File: config.mk
export PLATFORM = sky130hd
export DESIGN_NAME = wdg_guarded_top
export DESIGN_NICKNAME = d
export VERILOG_FILES = /design/src/rtl/wdg_pkg.sv /design/src/rtl/wdg_tick_gen.sv /design/src/rtl/wdg_count.sv /design/src/rtl/wdg_ctrl.sv /design/src/rtl/wdg_stretch.sv /design/src/rtl/wdg_guarded_top.sv
export SDC_FILE = /design/constraint.sdc
export NUM_CORES = 1
export LEC_CHECK = 0
export ABC_AREA = 1
export ABC_CLOCK_PERIOD_IN_PS = 8350
export BUFFER_PORTS_ARGS = -buffer_cell sky130_fd_sc_hd__buf_2
export CORE_MARGIN = 4
export CORE_UTILIZATION = 35
export CTS_BUF_LIST = sky130_fd_sc_hd__clkbuf_4 sky130_fd_sc_hd__clkbuf_8
export CTS_CLUSTER_DIAMETER = 50
export DETAILED_ROUTE_END_ITERATION = 10
export HOLD_SLACK_MARGIN = 0.02
export SYNTH_ARGS = -nofsm -noshare
export SYNTH_HDL_FRONTEND = slang
export SYNTH_HIERARCHICAL = 1
export SYNTH_SLANG_ARGS = --single-unit
export TNS_END_PERCENT = 1
File: constraint.sdc
create_clock -name clk -period 8.35 [get_ports clk]
set_input_delay 1.67 -clock clk [delete_from_list [all_inputs] [get_ports clk]]
set_output_delay 1.67 -clock clk [all_outputs]
set_load 0.02 [all_outputs]
File: src/rtl/wdg_pkg.sv
package wdg_pkg;

   typedef enum logic {
      SEL_CTRL  = 1'b0,
      SEL_COUNT = 1'b1
   } wdg_sel_e;

   function automatic int unsigned wdg_cw(input int unsigned n);
      return (n <= 1) ? 1 : $clog2(n + 1);
   endfunction

endpackage

File: src/rtl/wdg_tick_gen.sv
module wdg_tick_gen #(
   parameter int unsigned DIV_PRE  = 12,
   parameter int unsigned PRESC_W  = 11
) (
   input  logic clk,
   input  logic rst_n,
   input  logic run,
   input  logic hold,
   input  logic presc_clr,
   output logic carry
);
   localparam int unsigned DIV_W = wdg_pkg::wdg_cw(DIV_PRE);

   logic             div_tick;
   logic [PRESC_W-1:0] presc_q;

   generate
      if (DIV_PRE == 1) begin : g_nodiv
         assign div_tick = run;
      end else begin : g_div
         logic [DIV_W-1:0] div_q;
         localparam logic [DIV_W-1:0] DIV_LAST = DIV_W'(DIV_PRE - 1);
         always_ff @(posedge clk or negedge rst_n) begin
            if (!rst_n)
               div_q <= '0;
            else if (hold)
               div_q <= '0;
            else if (run)
               div_q <= (div_q == DIV_LAST) ? '0 : div_q + 1'b1;
         end
         assign div_tick = run && (div_q == DIV_LAST);
      end
   endgenerate

   always_ff @(posedge clk or negedge rst_n) begin
      if (!rst_n)
         presc_q <= '0;
      else if (hold || presc_clr)
         presc_q <= '0;
      else if (div_tick)
         presc_q <= presc_q + 1'b1;
   end

   assign carry = div_tick && (&presc_q);

endmodule

File: src/rtl/wdg_count.sv
module wdg_count #(
   parameter int unsigned CNT_W  = 8,
   parameter int unsigned DATA_W = 8
) (
   input  logic              clk,
   input  logic              rst_n,
   input  logic              hold,
   input  logic              carry,
   input  logic              load,
   input  logic [DATA_W-1:0] load_val,
   output logic [CNT_W-1:0]  cnt_q,
   output logic              ovf
);
   assign ovf = carry && (&cnt_q);

   always_ff @(posedge clk or negedge rst_n) begin
      if (!rst_n)
         cnt_q <= '0;
      else if (hold || ovf)
         cnt_q <= '0;
      else if (load)
         cnt_q <= load_val[CNT_W-1:0];
      else if (carry)
         cnt_q <= cnt_q + 1'b1;
   end

endmodule

File: src/rtl/wdg_ctrl.sv
module wdg_ctrl #(
   parameter int unsigned DATA_W   = 8,
   parameter int unsigned PERM_BIT = 4,
   parameter int unsigned PD_BIT   = 1
) (
   input  logic              clk,
   input  logic              rst_n,
   input  logic              clr,
   input  logic              load,
   input  logic              we,
   input  logic [DATA_W-1:0] wdata,
   input  logic              pin_high,
   output logic              perm_q,
   output logic [DATA_W-1:0] rd
);
   logic pd_q;

   always_ff @(posedge clk or negedge rst_n) begin
      if (!rst_n) begin
         perm_q <= 1'b0;
         pd_q   <= 1'b0;
      end else if (clr) begin
         perm_q <= 1'b0;
         pd_q   <= 1'b0;
      end else if (load) begin
         perm_q <= 1'b0;
      end else if (we) begin
         perm_q <= wdata[PERM_BIT];
         pd_q   <= wdata[PD_BIT] && pin_high;
      end
   end

   always_comb begin
      rd           = '0;
      rd[PERM_BIT] = perm_q;
      rd[PD_BIT]   = pd_q && pin_high;
   end

endmodule

File: src/rtl/wdg_stretch.sv
module wdg_stretch #(
   parameter int unsigned PULSE_LEN = 24
) (
   input  logic clk,
   input  logic rst_n,
   input  logic trig,
   output logic busy
);
   localparam int unsigned PW = wdg_pkg::wdg_cw(PULSE_LEN);
   localparam logic [PW-1:0] LEN = PW'(PULSE_LEN);

   logic [PW-1:0] left_q;

   always_ff @(posedge clk or negedge rst_n) begin
      if (!rst_n)
         left_q <= '0;
      else if (trig)
         left_q <= LEN;
      else if (left_q != '0)
         left_q <= left_q - 1'b1;
   end

   assign busy = (left_q != '0);

endmodule

File: src/rtl/wdg_guarded_top.sv
module wdg_guarded_top #(
   parameter int unsigned DIV_PRE   = 12,
   parameter int unsigned PRESC_W   = 11,
   parameter int unsigned CNT_W     = 8,
   parameter int unsigned DATA_W    = 8,
   parameter int unsigned PULSE_LEN = 24,
   parameter int unsigned PERM_BIT  = 4,
   parameter int unsigned PD_BIT    = 1
) (
   input  logic              clk,
   input  logic              rst_n,
   input  logic              wr_en,
   input  logic              wr_sel,
   input  logic [DATA_W-1:0] wr_data,
   input  logic              guard_en_n,
   input  logic              idle_i,
   output logic [CNT_W-1:0]  cnt_rd,
   output logic [DATA_W-1:0] ctrl_rd,
   output logic              wdt_rst_o
);
   import wdg_pkg::*;

   generate
      if (CNT_W < 1 || CNT_W > DATA_W) begin : g_bad_cnt
         $error("CNT_W must be in 1..DATA_W");
      end
      if (PRESC_W < 1) begin : g_bad_pre
         $error("PRESC_W must be at least 1");
      end
      if (DIV_PRE < 1 || PULSE_LEN < 1) begin : g_bad_div
         $error("DIV_PRE and PULSE_LEN must be at least 1");
      end
      if (PERM_BIT >= DATA_W || PD_BIT >= DATA_W || PERM_BIT == PD_BIT) begin : g_bad_bits
         $error("control bit positions invalid");
      end
   endgenerate

   logic run_w, hold_w, carry_w, ovf_w, load_w, ctrl_we_w, perm_w, idle_unused;

   assign idle_unused = idle_i;
   assign run_w     = !guard_en_n && !hold_w;
   assign load_w    = wr_en && (wr_sel == SEL_COUNT) && perm_w && !ovf_w && !hold_w;
   assign ctrl_we_w = wr_en && (wr_sel == SEL_CTRL) && !hold_w;

   wdg_tick_gen #(.DIV_PRE(DIV_PRE), .PRESC_W(PRESC_W)) tick_i (
      .clk(clk), .rst_n(rst_n), .run(run_w), .hold(hold_w),
      .presc_clr(ovf_w || load_w), .carry(carry_w));

   wdg_count #(.CNT_W(CNT_W), .DATA_W(DATA_W)) count_i (
      .clk(clk), .rst_n(rst_n), .hold(hold_w), .carry(carry_w),
      .load(load_w), .load_val(wr_data), .cnt_q(cnt_rd), .ovf(ovf_w));

   wdg_ctrl #(.DATA_W(DATA_W), .PERM_BIT(PERM_BIT), .PD_BIT(PD_BIT)) ctrl_i (
      .clk(clk), .rst_n(rst_n), .clr(hold_w || ovf_w), .load(load_w),
      .we(ctrl_we_w), .wdata(wr_data), .pin_high(guard_en_n),
      .perm_q(perm_w), .rd(ctrl_rd));

   wdg_stretch #(.PULSE_LEN(PULSE_LEN)) stretch_i (
      .clk(clk), .rst_n(rst_n), .trig(ovf_w), .busy(hold_w));

   assign wdt_rst_o = hold_w;

endmodule

==> results by group <==
Detailed routing
  • Number of remaining DRC errors: 0
  • Number of antenna-violating nets in the routed design: 0
  • Number of iterations in the first detailed-routing pass: 4
  • Final routed wirelength across all metal layers: 3.80 mm
  • Detailed-route wire length per cell: 10.7 um
  • Routed vias/inst: 4.57
  • Iteration-0 DRC Markers: 80
  • Total via count after detailed routing: 1624

Critical path
  • Crit-path cells: buf_2 > nor2_1 > nand2_2 > nor2_8 > nand2_2 > nor2_1 > nand2_1 > nor2_1 > nand2_2 > inv_1 > or2_4 > nor2_2 > nor2_1 > nand2_1 > inv_1 > nand2_1 > o21ai_1
  • Cell family with the largest share of critical-path delay: simple AND/OR/NAND/NOR gates
  • CP Buf/Inv Count: 3
  • Standard cell with the maximum stage delay on the critical path: sky130_fd_sc_hd__nor2_1
  • Worst Setup End Kind: flop
  • Worst endpoint required time: 8.55 ns
  • CP startpoint kind: primary input
  • Highest fanout seen on the critical path: 10
  • Maximum single-stage delay on the critical path: 0.30 ns
  • Library cell appearing most often on the critical path: sky130_fd_sc_hd__nor2_1
  • Critical path type: primary input to flop
  • Worst Path Arrival: 3.96 ns

Global route
  • Total global routing track utilization: 13.2%
  • Maximum number of pins on one net before global-route repair: 31
  • Number of antenna violations at the first check in global routing: 0
  • Global route overflow: 0
  • Number of global-route vias before repair: 1524
  • First-pass GRT wire length: about 6.8 mm

Final layout
  • Register area: around 750 sq um
  • Antenna Cells: 0
  • # nets final: 302
  • Area of combinational cells with multiple inputs: 957 sq um
  • Fraction of final layout cells with drive strength greater than 1: 17.5%
  • Area growth syn-to-layout: 14.4%
  • Filler instances: 553

Placed design
  • Final HPWL DP: ~2.8 mm
  • Placer Congestion: 0.768
  • Quantity of I/O buffers inserted on ports: 23

Synth
  • Post-synth cell types: 32
  • Top cells by area in the synthesized netlist: sky130_fd_sc_hd__dfrtp_1 (40%), sky130_fd_sc_hd__nand2_1 (13%), sky130_fd_sc_hd__nor2_1 (8.6%)
  • Mean Syn Cell Area: 7.28 sq um
  • Leading cell types by count after synthesis: sky130_fd_sc_hd__nand2_1 (63), sky130_fd_sc_hd__nor2_1 (43), sky130_fd_sc_hd__inv_1 (32)
  • Post-synth ARST share: 100%
  • Cells after Synth: 258
  • Most common cell in the synthesized netlist: sky130_fd_sc_hd__nand2_1
  • Number of synthesized flops with an enable pin: 0
  • Post-synthesis instance area: about 1900 sq um
  • Area share of the leading cell type in the synthesized netlist: about two fifths
  • #FFs+latches synth: 30
  • Share of synthesized area occupied by flip-flops and latches: between 30% and 40%
  • Yosys top cell by area: sky130_fd_sc_hd__dfrtp_1
  • Yosys warning total: 6
  • Dominant synthesized flop cell: sky130_fd_sc_hd__dfrtp_1

STA
  • Post-route setup TNS: 0 ns
  • Transition time of the tightest slew-check pin: 0.742 ns
  • Final hold vios: 0
  • Worst slew margin relative to its limit: between 50 and 60%
  • Clock skew: 0.00951 ns
  • Final period demand of the worst path: 3.75 ns
  • Achievable Freq: 0.267 GHz
  • Setup repair after global routing missed its margin: false
  • Endpoints failing setup: 0
  • Worst hold margin: 0.505 ns
  • Final period util: 44.9%
  • Number of slew-limit violations in the final report: 0

Clock tree
  • Bufs on Longest Clock Path: 2
  • Resize count post-CTS: 0
  • Clock Root Buffer: sky130_fd_sc_hd__clkbuf_8
  • # hold bufs at CTS: 0
  • Count of clock tree sinks: 30
  • Register clock-pin slew on the reported worst setup and hold paths: 0.06 ns
  • TritonCTS clock tree: built
  • CTS H-Tree Depth: 2
  • Setup Fix Bufs, Post-CTS: 0
  • TritonCTS Buffers: 5
  • Worst-skew pair later-pin latency: approximately 0.28 ns

Flow run
  • Number of max-capacitance violations reported: 0

Power and ir drop
  • Pwr Density: 233 nW/um^2
  • Final Total Pwr: 0.000501 W
  • Peak ir drop on the vdd network: 0.000122 V
  • Static leakage: approximately 1.1 nW

Floorplan
  • Total core area: a little over 5000 sq um
  • Site row count: 26
  • Die Area: 6600 sq um
  • I/O pin total: 31
  • Initial Util: between 30% and 40%
  • Die outline width: 81.3 um
  • Die height: approximately 81 um

Hold path
  • Worst min path class: flop to flop

Outcome
  • Run status: finished, final reports clean
[state kept, by name (all words and copies together) (netlist names)]
signal and cells:
tick_i/g_div.div_q 4, count_i/cnt_q 8, tick_i/presc_q 11, stretch_i/left_q 5, ctrl_i/perm_q 1, ctrl_i/pd_q 1
[per-layer routing]
layer	GRT usage, %	up-vias	part of all wire, %	routed length, um
met1	15.8	744	46	1770
met4	5.07	0	1.1	43
met5	0	-	0	0
met2	22.7	25	48	1840
met3	3.33	6	3.8	146
li1	-	849	-	-
[where the power goes]
| group | leakage, nW | switching [W] | internal, W | total [W] |
|---|---|---|---|---|
| sequential | 0.398 | 0.0000364 | 0.000175 | 0.000211 |
| combinational | 0.671 | 0.0000882 | 0.0000537 | 0.000142 |
| clock | 0.0548 | 0.0000562 | 0.0000922 | 0.000148 |
[metrics by stage]
step           setup slack, ns  instances  util (%)  area [sq um]
5_1_grt                   4.28        355      41.8          2150
2_1_floorplan             4.80        263         -          1900
3_5_place_dp              4.29        347      39.6          2030
3_3_place_gp              4.30        347      39.6          2030
4_1_cts                   4.57        355      41.8          2150
6_report                  4.60        355      41.8          2150
[worst paths after layout]
| kind | from | endpoint | slack, ns | cells after the start |
|---|---|---|---|---|
| min | tick_i/presc_q[5] | tick_i/presc_q[5] | 0.51 | 2 |
| min reg2reg | tick_i/presc_q[5] | tick_i/presc_q[5] | 0.51 | 2 |
| min in group asynchronous | rst_n | count_i/cnt_q[4] | 1.43 | 1 |
| max in group asynchronous | rst_n | tick_i/presc_q[2] | 6.47 | 1 |
| max reg2reg | stretch_i/left_q[0] | count_i/cnt_q[1] | 5.02 | 19 |
| max | guard_en_n | count_i/cnt_q[1] | 4.60 | 17 |
[logic make-up (layout without fill, tap and decap cells)]
| logic type | count (synthesis) | after routing | synth area share (%) |
|---|---|---|---|
| AO/OA/AOI/OAI | 26 | 26 | 7.33 |
| other | 1 | 6 | 0.200 |
| adder cells (fa/ha/maj) | 4 | 4 | 2.66 |
| flip-flops | 30 | 30 | 40.0 |
| buffers and inverters | 42 | 64 | 10.1 |
| AND/OR/NAND/NOR | 150 | 150 | 37.4 |
| XOR/XNOR | 4 | 4 | 1.87 |
| multiplexers | 1 | 1 | 0.533 |
[worst register-to-register path, cell delays in order, from the launching register on]
cell	delay [ns]
sky130_fd_sc_hd__dfrtp_1	0.38
sky130_fd_sc_hd__inv_1	0.10
sky130_fd_sc_hd__ha_1	0.23
sky130_fd_sc_hd__nand3_2	0.28
sky130_fd_sc_hd__nor2_1	0.40
sky130_fd_sc_hd__nand2_2	0.15
sky130_fd_sc_hd__nor2_8	0.23
sky130_fd_sc_hd__nand2_2	0.10
sky130_fd_sc_hd__nor2_1	0.14
sky130_fd_sc_hd__nand2_1	0.07
sky130_fd_sc_hd__nor2_1	0.12
sky130_fd_sc_hd__nand2_2	0.09
sky130_fd_sc_hd__inv_1	0.11
sky130_fd_sc_hd__or2_4	0.14
sky130_fd_sc_hd__nor2_2	0.08
sky130_fd_sc_hd__nor2_1	0.18
sky130_fd_sc_hd__nand2_1	0.09
sky130_fd_sc_hd__inv_1	0.21
sky130_fd_sc_hd__nand2_1	0.09
sky130_fd_sc_hd__o21ai_1	0.08
[layout make-up]
class	instances	area share (%)
clock buffer	6	3.55
clock inverter	2	1.75
tap	70	4.08
multi-input combinational	191	44.6
timing repair buffer	23	5.36
sequential	30	34.9
inverter	33	5.77
[placed cells by master, fill, tap and decap left out, types with 2 or more instances in the layout]
master / Yosys / final
sky130_fd_sc_hd__nand3_1: 18 / 18
sky130_fd_sc_hd__nand2_2: 5 / 5
sky130_fd_sc_hd__nor3_1: 2 / 2
sky130_fd_sc_hd__nor2_2: 3 / 3
sky130_fd_sc_hd__inv_1: 32 / 32
sky130_fd_sc_hd__conb_1: 1 / 6
sky130_fd_sc_hd__ha_1: 4 / 4
sky130_fd_sc_hd__o21ai_0: 10 / 10
sky130_fd_sc_hd__nor2_4: 3 / 3
sky130_fd_sc_hd__nand3_2: 4 / 4
sky130_fd_sc_hd__o21ai_1: 6 / 6
sky130_fd_sc_hd__xnor2_1: 3 / 3
sky130_fd_sc_hd__nand4_1: 3 / 3
sky130_fd_sc_hd__nor2_1: 43 / 43
sky130_fd_sc_hd__buf_2: 1 / 23
sky130_fd_sc_hd__clkbuf_8: 0 / 5
sky130_fd_sc_hd__dfrtp_1: 30 / 30
sky130_fd_sc_hd__a21oi_1: 6 / 6
sky130_fd_sc_hd__nand2_1: 63 / 63
(Power assumes the default switching activity.)
